`config.mk`:
```
export PLATFORM = sky130hd
export DESIGN_NAME = async_hdr_inserter
export DESIGN_NICKNAME = d
export VERILOG_FILES = /design/src/rtl/hdr_ins_pkg.sv /design/src/rtl/hdr_regfile.sv /design/src/rtl/pay_slot.sv /design/src/rtl/hdr_seq_fsm.sv /design/src/rtl/async_hdr_inserter.sv
export SDC_FILE = /design/constraint.sdc
export NUM_CORES = 1
export LEC_CHECK = 0
export BUFFER_PORTS_ARGS = -buffer_cell sky130_fd_sc_hd__buf_2
export CORE_ASPECT_RATIO = 0.5
export CORE_MARGIN = 5
export CORE_UTILIZATION = 25
export DETAILED_ROUTE_END_ITERATION = 8
export GPL_ROUTABILITY_DRIVEN = 0
export GPL_TIMING_DRIVEN = 0
export MAX_ROUTING_LAYER = met4
export REMOVE_ABC_BUFFERS = 1
export SLEW_MARGIN = 0
export SYNTH_ARGS = -nofsm -noshare
export SYNTH_HDL_FRONTEND = slang
export SYNTH_SLANG_ARGS = --single-unit
```
`constraint.sdc`:
```
create_clock -name clk -period 4.7 [get_ports clk]
set_clock_uncertainty 0.05 [all_clocks]
set_input_delay 0.47 -clock clk [delete_from_list [all_inputs] [get_ports clk]]
set_output_delay 0.47 -clock clk [all_outputs]
set_load 0.01 [all_outputs]
```
`src/rtl/hdr_ins_pkg.sv`:
```
package hdr_ins_pkg;

    typedef enum logic [1:0] {
        ST_IDLE = 2'd0,
        ST_HDR  = 2'd1,
        ST_PAY  = 2'd2
    } seq_state_e;

endpackage

```
`src/rtl/hdr_regfile.sv`:
```
// Header quadlet storage: a CPU-facing copy that takes register writes at any
// time, and a packet copy frozen when a packet starts.
module hdr_regfile #(
    parameter int          DATA_W   = 32,
    parameter int          ADDR_W   = 8,
    parameter int          HDR_MAX  = 4,
    parameter int unsigned HDR_BASE = 'h38,
    localparam int         IDX_W    = (HDR_MAX > 1) ? $clog2(HDR_MAX) : 1
) (
    input  logic              clk,
    input  logic              rst_n,
    input  logic              wr_en,
    input  logic [ADDR_W-1:0] wr_addr,
    input  logic [DATA_W-1:0] wr_data,
    input  logic              snap,
    input  logic [IDX_W-1:0]  rd_idx,
    output logic [DATA_W-1:0] rd_data
);

    logic [DATA_W-1:0] cpu_copy [HDR_MAX];
    logic [DATA_W-1:0] pkt_copy [HDR_MAX];

    for (genvar gi = 0; gi < HDR_MAX; gi++) begin : g_quad
        localparam logic [ADDR_W-1:0] SLOT_ADDR = ADDR_W'(HDR_BASE + 4 * gi);
        logic hit;
        assign hit = wr_en && (wr_addr == SLOT_ADDR);

        always_ff @(posedge clk) begin
            if (!rst_n) begin
                cpu_copy[gi] <= '0;
            end else if (hit) begin
                cpu_copy[gi] <= wr_data;
            end
        end

        always_ff @(posedge clk) begin
            if (!rst_n) begin
                pkt_copy[gi] <= '0;
            end else if (snap) begin
                pkt_copy[gi] <= cpu_copy[gi];
            end
        end
    end

    always_comb begin
        rd_data = '0;
        for (int i = 0; i < HDR_MAX; i++) begin
            if (rd_idx == IDX_W'(i)) begin
                rd_data = pkt_copy[i];
            end
        end
    end

endmodule

```
`src/rtl/pay_slot.sv`:
```
// One-quadlet payload slot. The quadlet shows on the output in the cycle after
// a fetch request (bypass) and is parked in a hold register if not taken.
module pay_slot #(
    parameter int DATA_W = 32
) (
    input  logic              clk,
    input  logic              rst_n,
    input  logic              fetch,
    input  logic [DATA_W-1:0] mem_data,
    input  logic              take,
    output logic              slot_valid,
    output logic [DATA_W-1:0] slot_data
);

    logic              arrive;
    logic              park_valid;
    logic [DATA_W-1:0] park_data;

    always_ff @(posedge clk) begin
        if (!rst_n) begin
            arrive <= 1'b0;
        end else begin
            arrive <= fetch;
        end
    end

    always_ff @(posedge clk) begin
        if (!rst_n) begin
            park_valid <= 1'b0;
            park_data  <= '0;
        end else if (arrive && !take) begin
            park_valid <= 1'b1;
            park_data  <= mem_data;
        end else if (take) begin
            park_valid <= 1'b0;
        end
    end

    assign slot_valid = arrive || park_valid;
    assign slot_data  = park_valid ? park_data : mem_data;

endmodule

```
`src/rtl/hdr_seq_fsm.sv`:
```
// Packet sequencer: header phase, payload phase, framing and fetch timing.
module hdr_seq_fsm
    import hdr_ins_pkg::*;
#(
    parameter int  HDR_MAX = 4,
    parameter int  LEN_W   = 12,
    localparam int IDX_W   = (HDR_MAX > 1) ? $clog2(HDR_MAX) : 1
) (
    input  logic             clk,
    input  logic             rst_n,
    input  logic             start,
    input  logic             blk_mode,
    input  logic [LEN_W-1:0] pay_len,
    input  logic             tx_ready,
    input  logic             slot_valid,
    output logic [IDX_W-1:0] hdr_idx,
    output logic             hdr_sel,
    output logic             snap,
    output logic             pf_req,
    output logic             pay_take,
    output logic             tx_valid,
    output logic             tx_last,
    output logic             busy
);

    localparam logic [IDX_W-1:0] LAST_LONG  = IDX_W'(HDR_MAX - 1);
    localparam logic [IDX_W-1:0] LAST_SHORT = IDX_W'(HDR_MAX - 2);
    localparam logic [LEN_W-1:0] ONE_LEN    = LEN_W'(1);

    seq_state_e       state_q, state_d;
    logic             mode_q;
    logic             nolen_q;
    logic [LEN_W-1:0] req_left_q;
    logic [LEN_W-1:0] acc_left_q;
    logic [IDX_W-1:0] last_idx;
    logic             hdr_fin;
    logic             pay_fin;

    assign last_idx = mode_q ? LAST_LONG : LAST_SHORT;
    assign hdr_fin  = (state_q == ST_HDR) && tx_ready && (hdr_idx == last_idx);
    assign pay_fin  = pay_take && (acc_left_q == ONE_LEN);

    // state register
    always_ff @(posedge clk) begin
        if (!rst_n) begin
            state_q <= ST_IDLE;
        end else begin
            state_q <= state_d;
        end
    end

    // next-state decision
    always_comb begin
        state_d = state_q;
        unique case (state_q)
            ST_IDLE: if (start)   state_d = ST_HDR;
            ST_HDR:  if (hdr_fin) state_d = nolen_q ? ST_IDLE : ST_PAY;
            ST_PAY:  if (pay_fin) state_d = ST_IDLE;
            default:              state_d = ST_IDLE;
        endcase
    end

    // packet context and counters
    always_ff @(posedge clk) begin
        if (!rst_n) begin
            mode_q     <= 1'b0;
            nolen_q    <= 1'b1;
            hdr_idx    <= '0;
            req_left_q <= '0;
            acc_left_q <= '0;
        end else begin
            if (snap) begin
                mode_q     <= blk_mode;
                nolen_q    <= (pay_len == '0);
                hdr_idx    <= '0;
                req_left_q <= pay_len;
                acc_left_q <= pay_len;
            end else begin
                if ((state_q == ST_HDR) && tx_ready && !hdr_fin) begin
                    hdr_idx <= hdr_idx + IDX_W'(1);
                end
                if (pf_req) begin
                    req_left_q <= req_left_q - ONE_LEN;
                end
                if (pay_take) begin
                    acc_left_q <= acc_left_q - ONE_LEN;
                end
            end
        end
    end

    // outputs
    always_comb begin
        snap     = 1'b0;
        hdr_sel  = 1'b0;
        pf_req   = 1'b0;
        pay_take = 1'b0;
        tx_valid = 1'b0;
        tx_last  = 1'b0;
        busy     = 1'b1;
        unique case (state_q)
            ST_IDLE: begin
                busy = 1'b0;
                snap = start;
            end
            ST_HDR: begin
                hdr_sel  = 1'b1;
                tx_valid = 1'b1;
                tx_last  = nolen_q && (hdr_idx == last_idx);
                pf_req   = hdr_fin && !nolen_q;
            end
            ST_PAY: begin
                tx_valid = slot_valid;
                tx_last  = slot_valid && (acc_left_q == ONE_LEN);
                pay_take = slot_valid && tx_ready;
                pf_req   = (req_left_q != '0) && (!slot_valid || tx_ready);
            end
            default: busy = 1'b0;
        endcase
    end

endmodule

```
`src/rtl/async_hdr_inserter.sv`:
```
module async_hdr_inserter #(
    parameter int          DATA_W   = 32,
    parameter int          ADDR_W   = 8,
    parameter int          LEN_W    = 12,
    parameter int          HDR_MAX  = 4,
    parameter int unsigned HDR_BASE = 'h38
) (
    input  logic              clk,
    input  logic              rst_n,
    input  logic              cfg_wr,
    input  logic [ADDR_W-1:0] cfg_addr,
    input  logic [DATA_W-1:0] cfg_wdata,
    input  logic              blk_mode,
    input  logic              start,
    input  logic [LEN_W-1:0]  pay_len,
    output logic              tx_valid,
    input  logic              tx_ready,
    output logic [DATA_W-1:0] tx_data,
    output logic              tx_last,
    output logic              pf_req,
    input  logic [DATA_W-1:0] mem_data,
    output logic              busy
);

    localparam int IDX_W = (HDR_MAX > 1) ? $clog2(HDR_MAX) : 1;

    logic [IDX_W-1:0]  hdr_idx;
    logic [DATA_W-1:0] hdr_word;
    logic [DATA_W-1:0] slot_data;
    logic              slot_valid;
    logic              hdr_sel;
    logic              snap;
    logic              pay_take;

    hdr_regfile #(
        .DATA_W  (DATA_W),
        .ADDR_W  (ADDR_W),
        .HDR_MAX (HDR_MAX),
        .HDR_BASE(HDR_BASE)
    ) u_regs (
        .clk    (clk),
        .rst_n  (rst_n),
        .wr_en  (cfg_wr),
        .wr_addr(cfg_addr),
        .wr_data(cfg_wdata),
        .snap   (snap),
        .rd_idx (hdr_idx),
        .rd_data(hdr_word)
    );

    hdr_seq_fsm #(
        .HDR_MAX(HDR_MAX),
        .LEN_W  (LEN_W)
    ) u_seq (
        .clk       (clk),
        .rst_n     (rst_n),
        .start     (start),
        .blk_mode  (blk_mode),
        .pay_len   (pay_len),
        .tx_ready  (tx_ready),
        .slot_valid(slot_valid),
        .hdr_idx   (hdr_idx),
        .hdr_sel   (hdr_sel),
        .snap      (snap),
        .pf_req    (pf_req),
        .pay_take  (pay_take),
        .tx_valid  (tx_valid),
        .tx_last   (tx_last),
        .busy      (busy)
    );

    pay_slot #(
        .DATA_W(DATA_W)
    ) u_slot (
        .clk       (clk),
        .rst_n     (rst_n),
        .fetch     (pf_req),
        .mem_data  (mem_data),
        .take      (pay_take),
        .slot_valid(slot_valid),
        .slot_data (slot_data)
    );

    assign tx_data = hdr_sel ? hdr_word : slot_data;

endmodule

```
* Word-level counts from Yosys, hierarchy flattened
Memories as Yosys holds them, arrays and structs flattened.
Cells that the tools add are included.
** Word-level totals
- Bits in registers :: 64
- RAM bits :: 256
- Output and inout bits :: 36
- Logic and storage cells :: 116
- Memories :: 2
** Memory list
- u_regs.cpu_copy :: words 4, width 32, read ports 4, clocked after memory_dff 0, wr ports 4, RTL line hdr_regfile.sv:20 : logic [DATA_W-1:0] cpu_copy [HDR_MAX];
- u_regs.pkt_copy :: words 4, width 32, read ports 4, clocked after memory_dff 0, wr ports 4, RTL line hdr_regfile.sv:21 : logic [DATA_W-1:0] pkt_copy [HDR_MAX];
** Operators by class
- Add/sub/neg operators :: 3
- Equal/unequal tests :: 14
- Multiplexer cells :: 49
- Bitwise logic cells :: 9
- Reduce and logical (&&, ||, !) cells :: 30
** Operator list (count)
- two-way mux 32 bit :: 14
- two-way mux 12 bit :: 4
- subtractor 12 x 1 -> 12 bit, second input constant :: 2
- two-way mux 1 bit :: 23
- == test 8 x 6 -> 1 bit, second input constant :: 2
- == test 8 x 7 -> 1 bit, second input constant :: 2
- logical AND 1 bit :: 14
- == test 12 x 1 -> 1 bit, second input constant :: 1
- zero test 12 bit :: 1
- nonzero test 12 bit :: 1
- two-way mux 2 bit :: 4
- bitwise OR 1 bit :: 8
- == test 2 bit, second input constant :: 3
- case mux 1 bit (2 select lines) :: 3
- case mux 2 bit (3 select lines) :: 1
- nonzero test 2 bit :: 3
- == test 2 x 1 -> 1 bit, second input constant :: 2
- zero test 1 bit :: 4
- zero test 2 bit :: 2
- inequality test 2 x 1 -> 1 bit, second input constant :: 2
- OR reduction 2 bit :: 2
- AND reduction 3 bit :: 1
- adder 2 x 1 -> 2 bit, second input constant :: 1
- == test 2 bit :: 1
- 3 further kinds :: 4

* Logic depth before layout (Yosys ltp)
- Depth in word-level cells :: 7
- Gate-level depth with buffers :: 9

* Cells and area by module
Synthesis repeated with hierarchy kept, for this count alone.
** Second synthesis, totals
- Cells, all modules :: 1102
- Area, all modules :: 15411.0 um^2
** By module, submodules not included
- hdr_regfile :: instances 1, cells an instance 667, area an instance 11199.5 um^2, sequential area each 7687.4 um^2
- pay_slot :: instances 1, cells an instance 181, area an instance 1903.1 um^2, sequential area each 680.7 um^2
- hdr_seq_fsm :: instances 1, cells an instance 218, area an instance 1764.2 um^2, sequential area each 600.6 um^2
- async_hdr_inserter :: instances 1, cells an instance 36, area an instance 544.3 um^2, sequential area each 0.0 um^2

* Worst setup path before layout
OpenSTA, ideal clock, no wires.
- Path type :: input to register
- From :: input port rst_n
- To :: memory u_regs.pkt_copy[0][0], enable pin
- Data arrival time :: 3100 ps
- Data required time :: 3530 ps
- Path slack :: 430 ps
- Stages on the path :: 3
- Path buffers :: 2
- Path through :: clkbuf_1 clkbuf_1 nand2_1
** RTL lines
- start: declaration :: RTL line async_hdr_inserter.sv:9 : input logic rst_n,
- end: declaration :: RTL line hdr_regfile.sv:21

* Worst setup path after layout
- From :: register u_seq.hdr_idx[1]
- To :: output port tx_data[11]
** Between the ends
- Cells in the longest elaborated chain, start to end :: 6
- Elaborated cells between the ends (all ways) :: 9
** RTL lines
- start: declaration :: RTL line hdr_seq_fsm.sv:16 : output logic [IDX_W-1:0] hdr_idx,
- start signal: assignment :: RTL line hdr_seq_fsm.sv:80 : hdr_idx <= hdr_idx + IDX_W'(1);
- zero test 2 bit :: RTL line hdr_regfile.sv:48 : if (rd_idx == IDX_W'(i)) begin
- two-way mux 32 bit (3 in a row) :: RTL line hdr_regfile.sv:48
- two-way mux 32 bit * :: RTL line hdr_regfile.sv:48
- two-way mux 32 bit * :: RTL line async_hdr_inserter.sv:84 : assign tx_data = hdr_sel ? hdr_word : slot_data;
- end: declaration :: RTL line async_hdr_inserter.sv:18 : output logic [DATA_W-1:0] tx_data,
Every way passes the cells marked *; elsewhere a longest branch is shown, timed or not.

==> reports/metrics.cfg <==
[run_status]
outcome=complete, no violations

[global_routing]
globalRouteOverflowTotal=0
grt_use_total_pct=10.7
grt_pass1_wl_mm=50.4
grt_pass1_vias=9221
antenna_found_initial=1
grt_max_degree=101

[floorplan]
core_area_sq_mm=0.0554
die_width_um=344
fp.dieArea_sq_mm=0.0610
rows=61
boundaryPins=126
start_util_pct=25.2
die_h_um=177

[critical_path]
reg2reg_depth=5
worst-path-stages=9
worst_ep_required_time_ns=4.18
worstPathArrival_ns=3.22
criticalPathCategory=flop to output port
cp-end-kind=output port
cp_slowest_cell=ha_2
critical_path.startpoint_type=flop
critPathMaxStageDelay_ns=0.81
crit_chain=inv_1, ha_2, nor2b_4, buf_12, a221oi_1, nor3_1, a21oi_1, a21oi_1, buf_2
path_common_cell=a21oi_1
cp_top_family=adder cells
critical_path.n_buffers_inverters=3
crit_fanout=34

[layout]
nets=1363
stdcell_count=2044
fillers=5694
drive_above_1_share_pct=16.1
syn_to_final_growth_pct=18.6

[pwr]
p_per_area_mw_per_mm2=385
p_leak_nw=6.25
peakVddDrop_v=0.000193
report.power.total_mw=6.38

[yosys]
synth_top_flop_cell=edfxtp_1
synth_fa_ha_area_share_pct=0.895
syn-cell-area_sq_mm=0.0140
synth_top_family_by_area=simple AND/OR/NAND/NOR gates
syn-instance-count=1185
yosys_warnings=0
syn_avg_cell_area_sq_um=11.8
synth_compound_area_share_pct=10.2
synth-edff-count=256
synthDistinctLibCells=51
ys_ff_latch=320
synth-simple-area-share_pct=20.6
yosysSeqAreaShare_pct=64.2
synthMuxAreaShare_pct=0.215
synthXorXnorAreaFrac_pct=1.13
synth-async-reset-ratio_pct=0

[detailed_routing]
final_antenna_net_count=0
drt-initial-drc-count=562
drt_first_pass_iters=5
routed_wl_mm=32.1
route.detailed.wl_per_inst_um=15.7
via_count=9183
vias_per_cell=4.49
drc=0

[sta]
holdWs_ns=0.142
finalSetupViolCount=0
layout_setup_ws_ns=0.962
timing.fmax_mhz=267
rsz0062_at_grt=false
drv_slew=0
final.min_clock_period_ns=3.74
slew_headroom_pct=15.9
hold_viol=0
tightest_slew_ns=1.26
min_period_over_period_pct=79.5

[flow_run]
maxCapViolations=0

[clocking]
cts_tree=built
clk_pin_slew_ns=0.06
clock_path_buffers=3
cts_setup_buffers=0
ctsHoldBuffers=0
cts_buffers=34
cts_max_level=2
cts.sinks=320
cts-root-buf=clkbuf_16
clk_latency_ns=0.52
ctsResizeCount=0

[worst_hold_path]
hold_class=primary input to flop
hold_depth=3

[place]
pre_cts_ws_ns=1.41
io_buffers=125
dp_cells=1983
dp_hpwl_mm=19.3

[state kept, by name, summed over array words and instances (netlist names)]
name,cells
u_slot.park_valid,1
u_seq.req_left_q,12
u_slot.arrive,1
u_regs.cpu_copy,128
u_regs.pkt_copy,128
u_seq.acc_left_q,12
u_seq.state_q,2
u_seq.nolen_q,1
u_seq.hdr_idx,2
u_slot.park_data,32
u_seq.mode_q,1
[placed cells by master, fill, tap and decap left out, types with 4 or more instances in the layout]
cell type	count
nor4_1	5
clkinv_2	4
buf_2	124
and3_1	128
buf_16	5
a21oi_1	122
clkbuf_16	34
buf_12	7
nor3_1	36
xor2_1	5
and2_1	128
nor2_4	4
or3_1	4
clkbuf_1	12
dfxtp_1	63
ha_2	4
a221oi_1	31
nor2_1	8
xnor2_1	13
inv_1	11
o21ai_0	20
a211oi_1	36
edfxtp_1	256
o21ai_4	4
ha_1	6
nand3_1	5
clkinv_1	6
nor2b_1	63
nand2_1	81
[Yosys cell counts (all sizes together), types with 3 or more instances]
master	number	area, sq um
nand4b	3	26.3
buf	5	18.8
and2	130	813
mux2i	3	30.0
o21ai	24	120
dfxtp	64	1280
o211ai	3	22.5
inv	12	45.0
o21a	3	22.5
ha	10	125
clkbuf	90	338
a211oi	36	270
and3	130	816
nor3b	3	22.5
a221oi	31	272
a31oi	3	18.8
edfxtp	256	7690
nand3	5	25.0
nor2	12	45.0
nor4	5	31.3
or3	5	32.5
a21oi	122	611
xor2	5	43.8
nor3	36	180
nand2	83	312
nor2b	64	400
nand4	3	18.8
xnor2	13	114
[cell type report]
type	count	area, sq um	share of cell area [%]
multi-input cells	758	4710	28.4
well taps	756	946	5.71
repair buffers	137	906	5.46
clock inverters	13	86.3	0.521
clock buffers	47	910	5.49
diodes	1	2.50	0.0151
inverters	12	45.0	0.272
flip-flops and latches	320	8970	54.1
[per-stage QoR]
stage	setup TNS (ns)	instance area, sq um	util [%]
6_report	0	16600	29.9
5_1_grt	0	16600	29.9
4_1_cts	0	16600	29.9
3_5_place_dp	0	15600	28.1
3_3_place_gp	-875.72	15200	27.4
2_1_floorplan	0	13600	-
[path summary, 6_finish.rpt]
kind                              from                     end  slack [ns]
setup reg to reg      u_seq.state_q[0]  u_regs.pkt_copy[3][18]        1.51
hold / removal            mem_data[14]    u_slot.park_data[14]        0.14
setup / recovery      u_seq.hdr_idx[1]             tx_data[11]        0.96
hold reg to reg   u_slot.park_data[25]    u_slot.park_data[25]        0.40
[logic make-up after synthesis]
| kind of cell | count (synthesis) |
|---|---|
| muxes | 3 |
| buffers and inverters | 107 |
| xor gates and xnor gates | 18 |
| AOI/OAI and AO/OA | 231 |
| and+or+nand+nor | 496 |
| adders and majority gates | 10 |
| DFF | 320 |
[power breakdown]
part,total (mW),switching [mW],internal [mW]
logic,0.625,0.388,0.237
clock network,2.42,1.06,1.36
registers,3.34,0.0666,3.27
[worst min-delay path, delay by kind of cell]
kind                   cells  cell delay, ns
AND/OR/NAND/NOR            1            0.05
AO/OA/AOI/OAI              1            0.05
buffers and inverters      1            0.10
[per-layer routing]
layer  GRT usage (%)  vias up  share of wire, %
li1                -     4501                 -
met3            1.66       57               3.1
met5               -        -                 0
met1            11.5     4483                40
met4            3.54        0               2.7
met2            20.2      142                55
Power figures use the tool's default switching activity.
